### src/rtl/alu_pkg.sv
package alu_pkg;
    localparam int SLICE_W = 4;
    localparam int SEL_W   = 4;
    typedef logic [SEL_W-1:0] sel_t;
endpackage

### src/rtl/alu_bit_terms.sv
module alu_bit_terms
    import alu_pkg::*;
#(
    parameter int W = SLICE_W
) (
    input  logic [W-1:0] a,
    input  logic [W-1:0] b,
    input  sel_t         sel,
    output logic [W-1:0] x_o,
    output logic [W-1:0] y_o
);
    for (genvar i = 0; i < W; i++) begin : g_bit
        // term from the low select pair
        assign x_o[i] = a[i] | (b[i] & sel[0]) | (~b[i] & sel[1]);
        // term from the high select pair
        assign y_o[i] = (a[i] & b[i] & sel[3]) | (a[i] & ~b[i] & sel[2]);
    end
endmodule

### src/rtl/alu_slice4.sv
module alu_slice4
    import alu_pkg::*;
(
    input  logic [SLICE_W-1:0] a,
    input  logic [SLICE_W-1:0] b,
    input  sel_t               sel,
    input  logic               logic_mode,
    input  logic               cin,
    output logic [SLICE_W-1:0] res,
    output logic               cout,
    output logic               prop,
    output logic               gen,
    output logic               allones
);
    logic [SLICE_W-1:0] x_t, y_t, half_t, gen_t;
    logic [SLICE_W:0]   carry_t;

    alu_bit_terms #(.W(SLICE_W)) u_terms (
        .a   (a),
        .b   (b),
        .sel (sel),
        .x_o (x_t),
        .y_o (y_t)
    );

    assign half_t = x_t ^ y_t;
    assign gen_t  = x_t & y_t;

    // flat lookahead: each carry is a sum of products over lower bits
    always_comb begin
        for (int i = 0; i <= SLICE_W; i++) begin
            logic run;
            logic acc;
            run = 1'b1;
            acc = 1'b0;
            for (int j = i - 1; j >= 0; j--) begin
                acc = acc | (run & gen_t[j]);
                run = run & half_t[j];
            end
            carry_t[i] = acc | (run & cin);
        end
    end

    always_comb begin
        logic run;
        gen = 1'b0;
        run = 1'b1;
        for (int j = SLICE_W - 1; j >= 0; j--) begin
            gen = gen | (run & gen_t[j]);
            run = run & half_t[j];
        end
    end

    assign prop    = &half_t;
    assign cout    = carry_t[SLICE_W];
    assign res     = logic_mode ? ~half_t : (half_t ^ carry_t[SLICE_W-1:0]);
    assign allones = &res;
endmodule

### src/rtl/alu_group_combine.sv
module alu_group_combine #(
    parameter int N = 4
) (
    input  logic [N-1:0] prop_i,
    input  logic [N-1:0] gen_i,
    input  logic         cin,
    output logic         word_prop,
    output logic         word_gen,
    output logic         word_carry
);
    always_comb begin
        logic run;
        word_gen = 1'b0;
        run      = 1'b1;
        for (int j = N - 1; j >= 0; j--) begin
            word_gen = word_gen | (run & gen_i[j]);
            run      = run & prop_i[j];
        end
        word_prop  = run;
        word_carry = word_gen | (word_prop & cin);
    end
endmodule

### src/rtl/alu_chain_top.sv
module alu_chain_top
    import alu_pkg::*;
#(
    parameter int SLICES = 4,
    localparam int W = SLICES * SLICE_W
) (
    input  logic         clk,
    input  logic         rst_n,
    input  logic [W-1:0] a_i,
    input  logic [W-1:0] b_i,
    input  logic [3:0]   sel_i,
    input  logic         logic_mode_i,
    input  logic         carry_i,
    output logic [W-1:0] res_o,
    output logic         carry_o,
    output logic         prop_o,
    output logic         gen_o,
    output logic         allones_o
);
    typedef struct packed {
        logic [W-1:0] res;
        logic         carry;
        logic         prop;
        logic         gen;
        logic         allones;
    } out_t;

    out_t out_d, out_q;

    logic [SLICES:0]   ripple_c;
    logic [SLICES-1:0] sl_prop, sl_gen, sl_ones;
    logic [W-1:0]      res_w;
    logic              word_prop, word_gen, word_carry;

    assign ripple_c[0] = carry_i;

    for (genvar s = 0; s < SLICES; s++) begin : g_slice
        alu_slice4 u_slice (
            .a          (a_i[s*SLICE_W +: SLICE_W]),
            .b          (b_i[s*SLICE_W +: SLICE_W]),
            .sel        (sel_i),
            .logic_mode (logic_mode_i),
            .cin        (ripple_c[s]),
            .res        (res_w[s*SLICE_W +: SLICE_W]),
            .cout       (ripple_c[s+1]),
            .prop       (sl_prop[s]),
            .gen        (sl_gen[s]),
            .allones    (sl_ones[s])
        );
    end

    alu_group_combine #(.N(SLICES)) u_group (
        .prop_i     (sl_prop),
        .gen_i      (sl_gen),
        .cin        (carry_i),
        .word_prop  (word_prop),
        .word_gen   (word_gen),
        .word_carry (word_carry)
    );

    always_comb begin
        out_d         = out_q;
        out_d.res     = res_w;
        out_d.carry   = ripple_c[SLICES];
        out_d.prop    = word_prop;
        out_d.gen     = word_gen;
        out_d.allones = &sl_ones;
    end

    always_ff @(posedge clk) begin
        if (!rst_n) out_q <= '0;
        else        out_q <= out_d;
    end

    assign res_o     = out_q.res;
    assign carry_o   = out_q.carry;
    assign prop_o    = out_q.prop;
    assign gen_o     = out_q.gen;
    assign allones_o = out_q.allones;

    logic sub_nocin;
    assign sub_nocin = (sel_i == 4'b0110) && !logic_mode_i && !carry_i;


    ripple_lookahead_chk: assert property (@(posedge clk) disable iff (!rst_n)
        word_carry == ripple_c[SLICES]);


    prop_gen_excl_chk: assert property (@(posedge clk) disable iff (!rst_n)
        !(out_q.prop && out_q.gen));


    carry_relation_chk: assert property (@(posedge clk) disable iff (!rst_n)
        $past(rst_n) |-> (out_q.carry == (out_q.gen | (out_q.prop & $past(carry_i)))));


    sub_equal_chk: assert property (@(posedge clk) disable iff (!rst_n)
        ($past(rst_n) && $past(sub_nocin)) |-> (out_q.allones == out_q.prop));


    logic_pass_chk: assert property (@(posedge clk) disable iff (!rst_n)
        ($past(rst_n) && $past(logic_mode_i) && ($past(sel_i) == 4'b1111))
        |-> (out_q.res == $past(a_i)));
endmodule

### config.mk
export PLATFORM = sky130hd
export DESIGN_NAME = alu_chain_top
export DESIGN_NICKNAME = d
export VERILOG_FILES = /design/src/rtl/alu_pkg.sv /design/src/rtl/alu_bit_terms.sv /design/src/rtl/alu_slice4.sv /design/src/rtl/alu_group_combine.sv /design/src/rtl/alu_chain_top.sv
export SDC_FILE = /design/constraint.sdc
export NUM_CORES = 1
export LEC_CHECK = 0
export ABC_AREA = 1
export BUFFER_PORTS_ARGS = -buffer_cell sky130_fd_sc_hd__buf_2
export CAP_MARGIN = 25
export CORE_UTILIZATION = 35
export DETAILED_ROUTE_END_ITERATION = 8
export SLEW_MARGIN = 30
export SYNTH_ARGS = -nofsm -noshare
export SYNTH_HDL_FRONTEND = slang
export SYNTH_HIERARCHICAL = 1
export SYNTH_SLANG_ARGS = --single-unit
export TNS_END_PERCENT = 10
### constraint.sdc
create_clock -name clk -period 7.5 [get_ports clk]
set_input_delay 1.5 -clock clk [delete_from_list [all_inputs] [get_ports clk]]
set_output_delay 1.5 -clock clk [all_outputs]
set_load 0.005 [all_outputs]
==> qor.yml, run 1 <==
status: "complete, no violations"
hold_viol: 0
grt_use_total_pct: 15.4
layout_min_cycle_time_ns: 4.18
cts_tree: "yes"
routed_wl_um: 4850
num_antenna_cells: 0
cp_num_buf_inv: 3
initial_utilization_pct: 36.6
layout_commonest_cell: "nand2_1"
final_cell_mix: "nand2_1, inv_1, nand3_1"
drv_cap: 0
met1_length_um: 2480
drtPass1Iterations: 5
drive_above_1_share_pct: 21.9
cp.arrival_ns: 4.36
combPwrFrac_pct: 49.5
numCtsBuffers: 3
finalSetupViolCount: 0
cts_root_buf: "clkbuf_8"
timing.fmax_mhz: 239
end_kind: "flip-flop"
start_kind: "input pin"
cts_resized: 0
grt_start_max_net_pins: 21
multi_input_area_sq_um: 1430
holdPathStages: 3
worst_path_max_delay_cell: "fa_1"
path_clk_slew_ns: 0.06
power_switching_w: 0.000142
power.internal_w: 0.000225
ctsHoldBuffers: 0
fillers: 688
syn-num-nets: 439
first_global_vias: 1846
die_w_um: 81.2
via_count: 2238
drt_iter0_drc: 70
portBuffers: 59
via_per_inst: 4.35
worst_pin_slew_ns: 0.339
syn_to_final_growth_pct: 18.9
p_per_area_nw_per_um2: 141
gp_congestion: 0.830
ys_warn_count: 6
slowest_delay_ns: 0.39
worst-path-max-fanout: 16
antenna_found_initial: 0
min_period_over_period_pct: 55.7
detailed_place_hpwl_um: 4160
die_area_sq_um: 6590
design_power_total_w: 0.000367
syn_area_sq_um: 2190
row_count: 28
p_sw_share_pct: 38.7
wl_per_cell_um: 9.43
rsz0062_at_grt: "no"
hold_path.class: "in2reg"
dieHeight_um: 81.2
cp_data_required_time_ns: 7.69
post_cts_buffers: 0
cts_sinks: 20
clkPwrFrac_pct: 17.4
worstSetupPathType: "in2reg"
ant_nets: 0
avgSynthCellArea_sq_um: 5.79
synth_cells: 379
cts_max_level: 1
final.setup.tns_ns: 0
cp_cell_sequence: "buf_2, nand3_1, nand2_1, ha_1, a21oi_2, nor2_1, nor2_1, nand3_1, nand2_1, nand3_1, nand2_1, nand3_1, inv_1, fa_1, inv_1, o21ai_0, nor2_1, nand2_1, a21oi_2, nand3_2, nor2_2"
overflow: 0
clk_path_buf_depth: 2
top_layer_used: "met4"
wl_met3_um: 252
route.detailed.drc: 0
crit_family: "simple AND/OR/NAND/NOR gates"
slew-limit-headroom_pct: 77.4
whs_endpoint: "res_o[1]"
maxSlewViolCount: 0
p_leak_nw: 1.73
grt_pass1_wl_um: 8070
vdd_drop_max_mv: 0.0840
core-area_sq_um: 5990
io_pins: 60
seq_area_sq_um: 400
hold_start: "rst_n"
fin_nets: 501
wl_met2_um: 2060
utilization_pct: 43.5
seqPwrFrac_pct: 33.0
[registers in the layout, summed over array words and instances (netlist names)]
signal and flops:
allones_o 1, carry_o 1, gen_o 1, prop_o 1
res_o 16
[cell type report]
| class | instances | area share [%] |
|---|---|---|
| clock buffer | 3 | 1.58 |
| inverter | 94 | 13.5 |
| tap | 75 | 3.60 |
| multi-input combinational | 263 | 54.6 |
| sequential | 20 | 15.3 |
| timing repair buffer | 59 | 11.3 |
[per-stage QoR]
step,instances,area [sq um],setup WS [ns],hold WS (ns)
global route,514,2610,2.94,1.65
global placement,511,2570,3.21,1.88
finish,514,2610,3.32,1.63
detailed placement,511,2570,3.07,1.87
floorplan,379,2190,3.65,1.74
CTS,514,2610,3.31,1.63
[layer usage]
metal / GRT usage (%) / vias to the layer above
met2: 25.0 / 68
met1: 21.5 / 899
met3: 1.01 / 5
met4: 4.82 / 0
met5: 0 / -
li1: - / 1266
[worst max path at each step]
stage             start  cells past startpoint        end
4_1_cts        sel_i[0]                     21  allones_o
3_3_place_gp   sel_i[0]                     21  allones_o
2_1_floorplan    b_i[1]                     21  allones_o
6_report       sel_i[2]                     21  allones_o
3_5_place_dp   sel_i[0]                     21  allones_o
5_1_grt        sel_i[2]                     21  allones_o
[power groups by stage]
stage | registers (W) | clock network (W) | logic (W)
floorplan | 0.000127 | 0 | 0.000125
global placement | 0.000124 | 0 | 0.000180
detailed placement | 0.000124 | 0 | 0.000183
CTS | 0.000121 | 0.0000664 | 0.000184
global route | 0.000122 | 0.0000708 | 0.000212
finish | 0.000121 | 0.0000640 | 0.000182
Note: power is estimated with default switching activity, not from simulation.
==> run 2, diff against run 1 <==
--- a/config.mk
+++ b/config.mk
@@ -5,7 +5,7 @@
 export SDC_FILE = /design/constraint.sdc
 export NUM_CORES = 1
 export LEC_CHECK = 0
-export ABC_AREA = 1
+export ABC_AREA = 0
 export BUFFER_PORTS_ARGS = -buffer_cell sky130_fd_sc_hd__buf_2
 export CAP_MARGIN = 25
 export CORE_UTILIZATION = 35
==> constraint.sdc (replaced) <==
create_clock -name clk -period 3.7 [get_ports clk]
set_input_delay 0.74 -clock clk [delete_from_list [all_inputs] [get_ports clk]]
set_output_delay 0.74 -clock clk [all_outputs]
set_load 0.005 [all_outputs]
==> qor.yml, run 2 <==
die_w_um: 82.8
drv_cap: 0
drive_above_1_share_pct: 29.2
final_cell_mix: "buf_2, nor2b_1, dfxtp_1, mux2i_1, and2_1"
cts_max_level: 1
die_area_sq_um: 6860
numCtsBuffers: 3
stdcell_area_sq_um: 2820
initial_utilization_pct: 36.2
cp_data_required_time_ns: 3.90
gp_congestion: 0.814
cts_root_buf: "clkbuf_8"
avgSynthCellArea_sq_um: 8.35
cts_sinks: 20
hold_path.class: "in2reg"
status: "complete, no violations"
routed_wl_um: 5340
dieHeight_um: 82.8
syn-num-nets: 334
via_count: 2096
multi_input_area_sq_um: 1760
cp.arrival_ns: 3.84
post_cts_buffers: 0
drt_iter0_drc: 91
path_clk_slew_ns: 0.07
via_per_inst: 5.08
overflow: 0
worst-path-max-fanout: 16
wl_per_cell_um: 12.9
largest_reg_flops: 16
detailed_place_hpwl_um: 4050
layout_commonest_cell: "buf_2"
whs_ns: 0.894
num_antenna_cells: 0
syn_to_final_growth_pct: 23.1
place_area_sq_um: 2710
grt_use_total_pct: 15.7
cts_tree: "yes"
seqPwrFrac_pct: 29.0
combPwrFrac_pct: 51.3
grt_pass1_wl_um: 9140
hold_viol: 0
min_period_over_period_pct: 98.3
synth_cells: 274
route.detailed.drc: 0
p_leak_nw: 1.37
fin_nets: 397
end_kind: "flip-flop"
power_switching_w: 0.000296
rsz0062_at_grt: "yes"
final.setup.tns_ns: 0
antenna_found_initial: 0
worst_pin_slew_ns: 0.662
place_ws_ns: -0.372
core-area_sq_um: 6310
finalSetupViolCount: 0
power.internal_w: 0.000567
syn_area_sq_um: 2290
row_count: 29
clk_path_buf_depth: 2
p_per_area_nw_per_um2: 306
clkPwrFrac_pct: 19.7
worstSetupPathType: "in2reg"
fin_ws_ns: 0.0611
first_global_vias: 2101
fillers: 662
seq_area_sq_um: 400
layout_min_cycle_time_ns: 3.64
start_kind: "input pin"
ys_warn_count: 6
drtPass1Iterations: 4
vdd_drop_max_mv: 0.212
slew-limit-headroom_pct: 55.9
maxSlewViolCount: 0
grt_start_max_net_pins: 37
io_pins: 60
timing.fmax_mhz: 275
p_sw_share_pct: 34.3
portBuffers: 59
ant_nets: 0
[run 2: cell types whose count changed in the layout (fill, tap and decap cells not counted), sizes merged, moves of 19 or more]
cell,delta
nand2,-122
and2,+19
nand3,-60
inv,-78
nor2b,+36
mux2i,+20
[run 2: per-stage QoR]
stage	std cells	utilization, %	total power [W]
final	413	44.6	0.000863
after global routing	413	44.6	0.000935
after CTS	413	44.4	0.000870
after detailed placement	409	42.9	0.000688
after global placement	409	42.9	0.000683
after floorplan	274	-	0.000560
[run 2: cell type report]
cell class                 count  area share [%]
clock buffer                   4            1.96
inverter                      16            2.13
multi-input combinational    220            62.6
sequential                    20            14.2
tap                           77            3.42
timing repair buffer          76            15.7
[run 2: final timing paths]
path / startpoint / slack, ns / to / cells past startpoint
setup / recovery: sel_i[1] / 0.06 / allones_o / 19
hold / removal: rst_n / 0.89 / allones_o / 3
[run 2: repair_timing]
| action | in CTS | in global routing |
|---|---|---|
| cloned | 0 | 0 |
| endpoints found under the setup margin | 1 | 2 |
| hold buffers | 0 | 0 |
| resized for setup | 7 | 3 |
| pin swaps | 0 | 1 |
[run 2: critical path, cell delays in order]
cell	delay, ns
buf_6	0.14
nor2b_1	0.13
a211o_1	0.26
ha_4	0.24
a21oi_4	0.13
o21bai_2	0.08
a41o_1	0.21
a21o_1	0.17
a41o_1	0.18
a21o_1	0.19
a41o_1	0.19
a21o_1	0.17
inv_1	0.06
fa_1	0.43
nor3_2	0.11
a21oi_1	0.05
a21oi_1	0.16
nand2_1	0.08
nor2_2	0.10
[run 2: power by group through the flow]
stage                     Clock, W  Combinational, W  Sequential, W
after global placement           0          0.000428       0.000255
after CTS                 0.000178          0.000443       0.000250
after floorplan                  0          0.000300       0.000260
final                     0.000170          0.000443       0.000250
after detailed placement         0          0.000433       0.000255
after global routing      0.000185          0.000497       0.000252
[run 2: per-layer routing]
metal / vias to the layer above / routed length (um) / part of all wire, % / GRT usage [%]
met2: 38 / 2630 / 49 / 28.5
met3: 2 / 183 / 3.4 / 2.29
met1: 982 / 2510 / 47 / 19.8
met4: 0 / 13 / 0.24 / 2.51
li1: 1074 / - / - / -
met5: - / 0 / 0 / 0
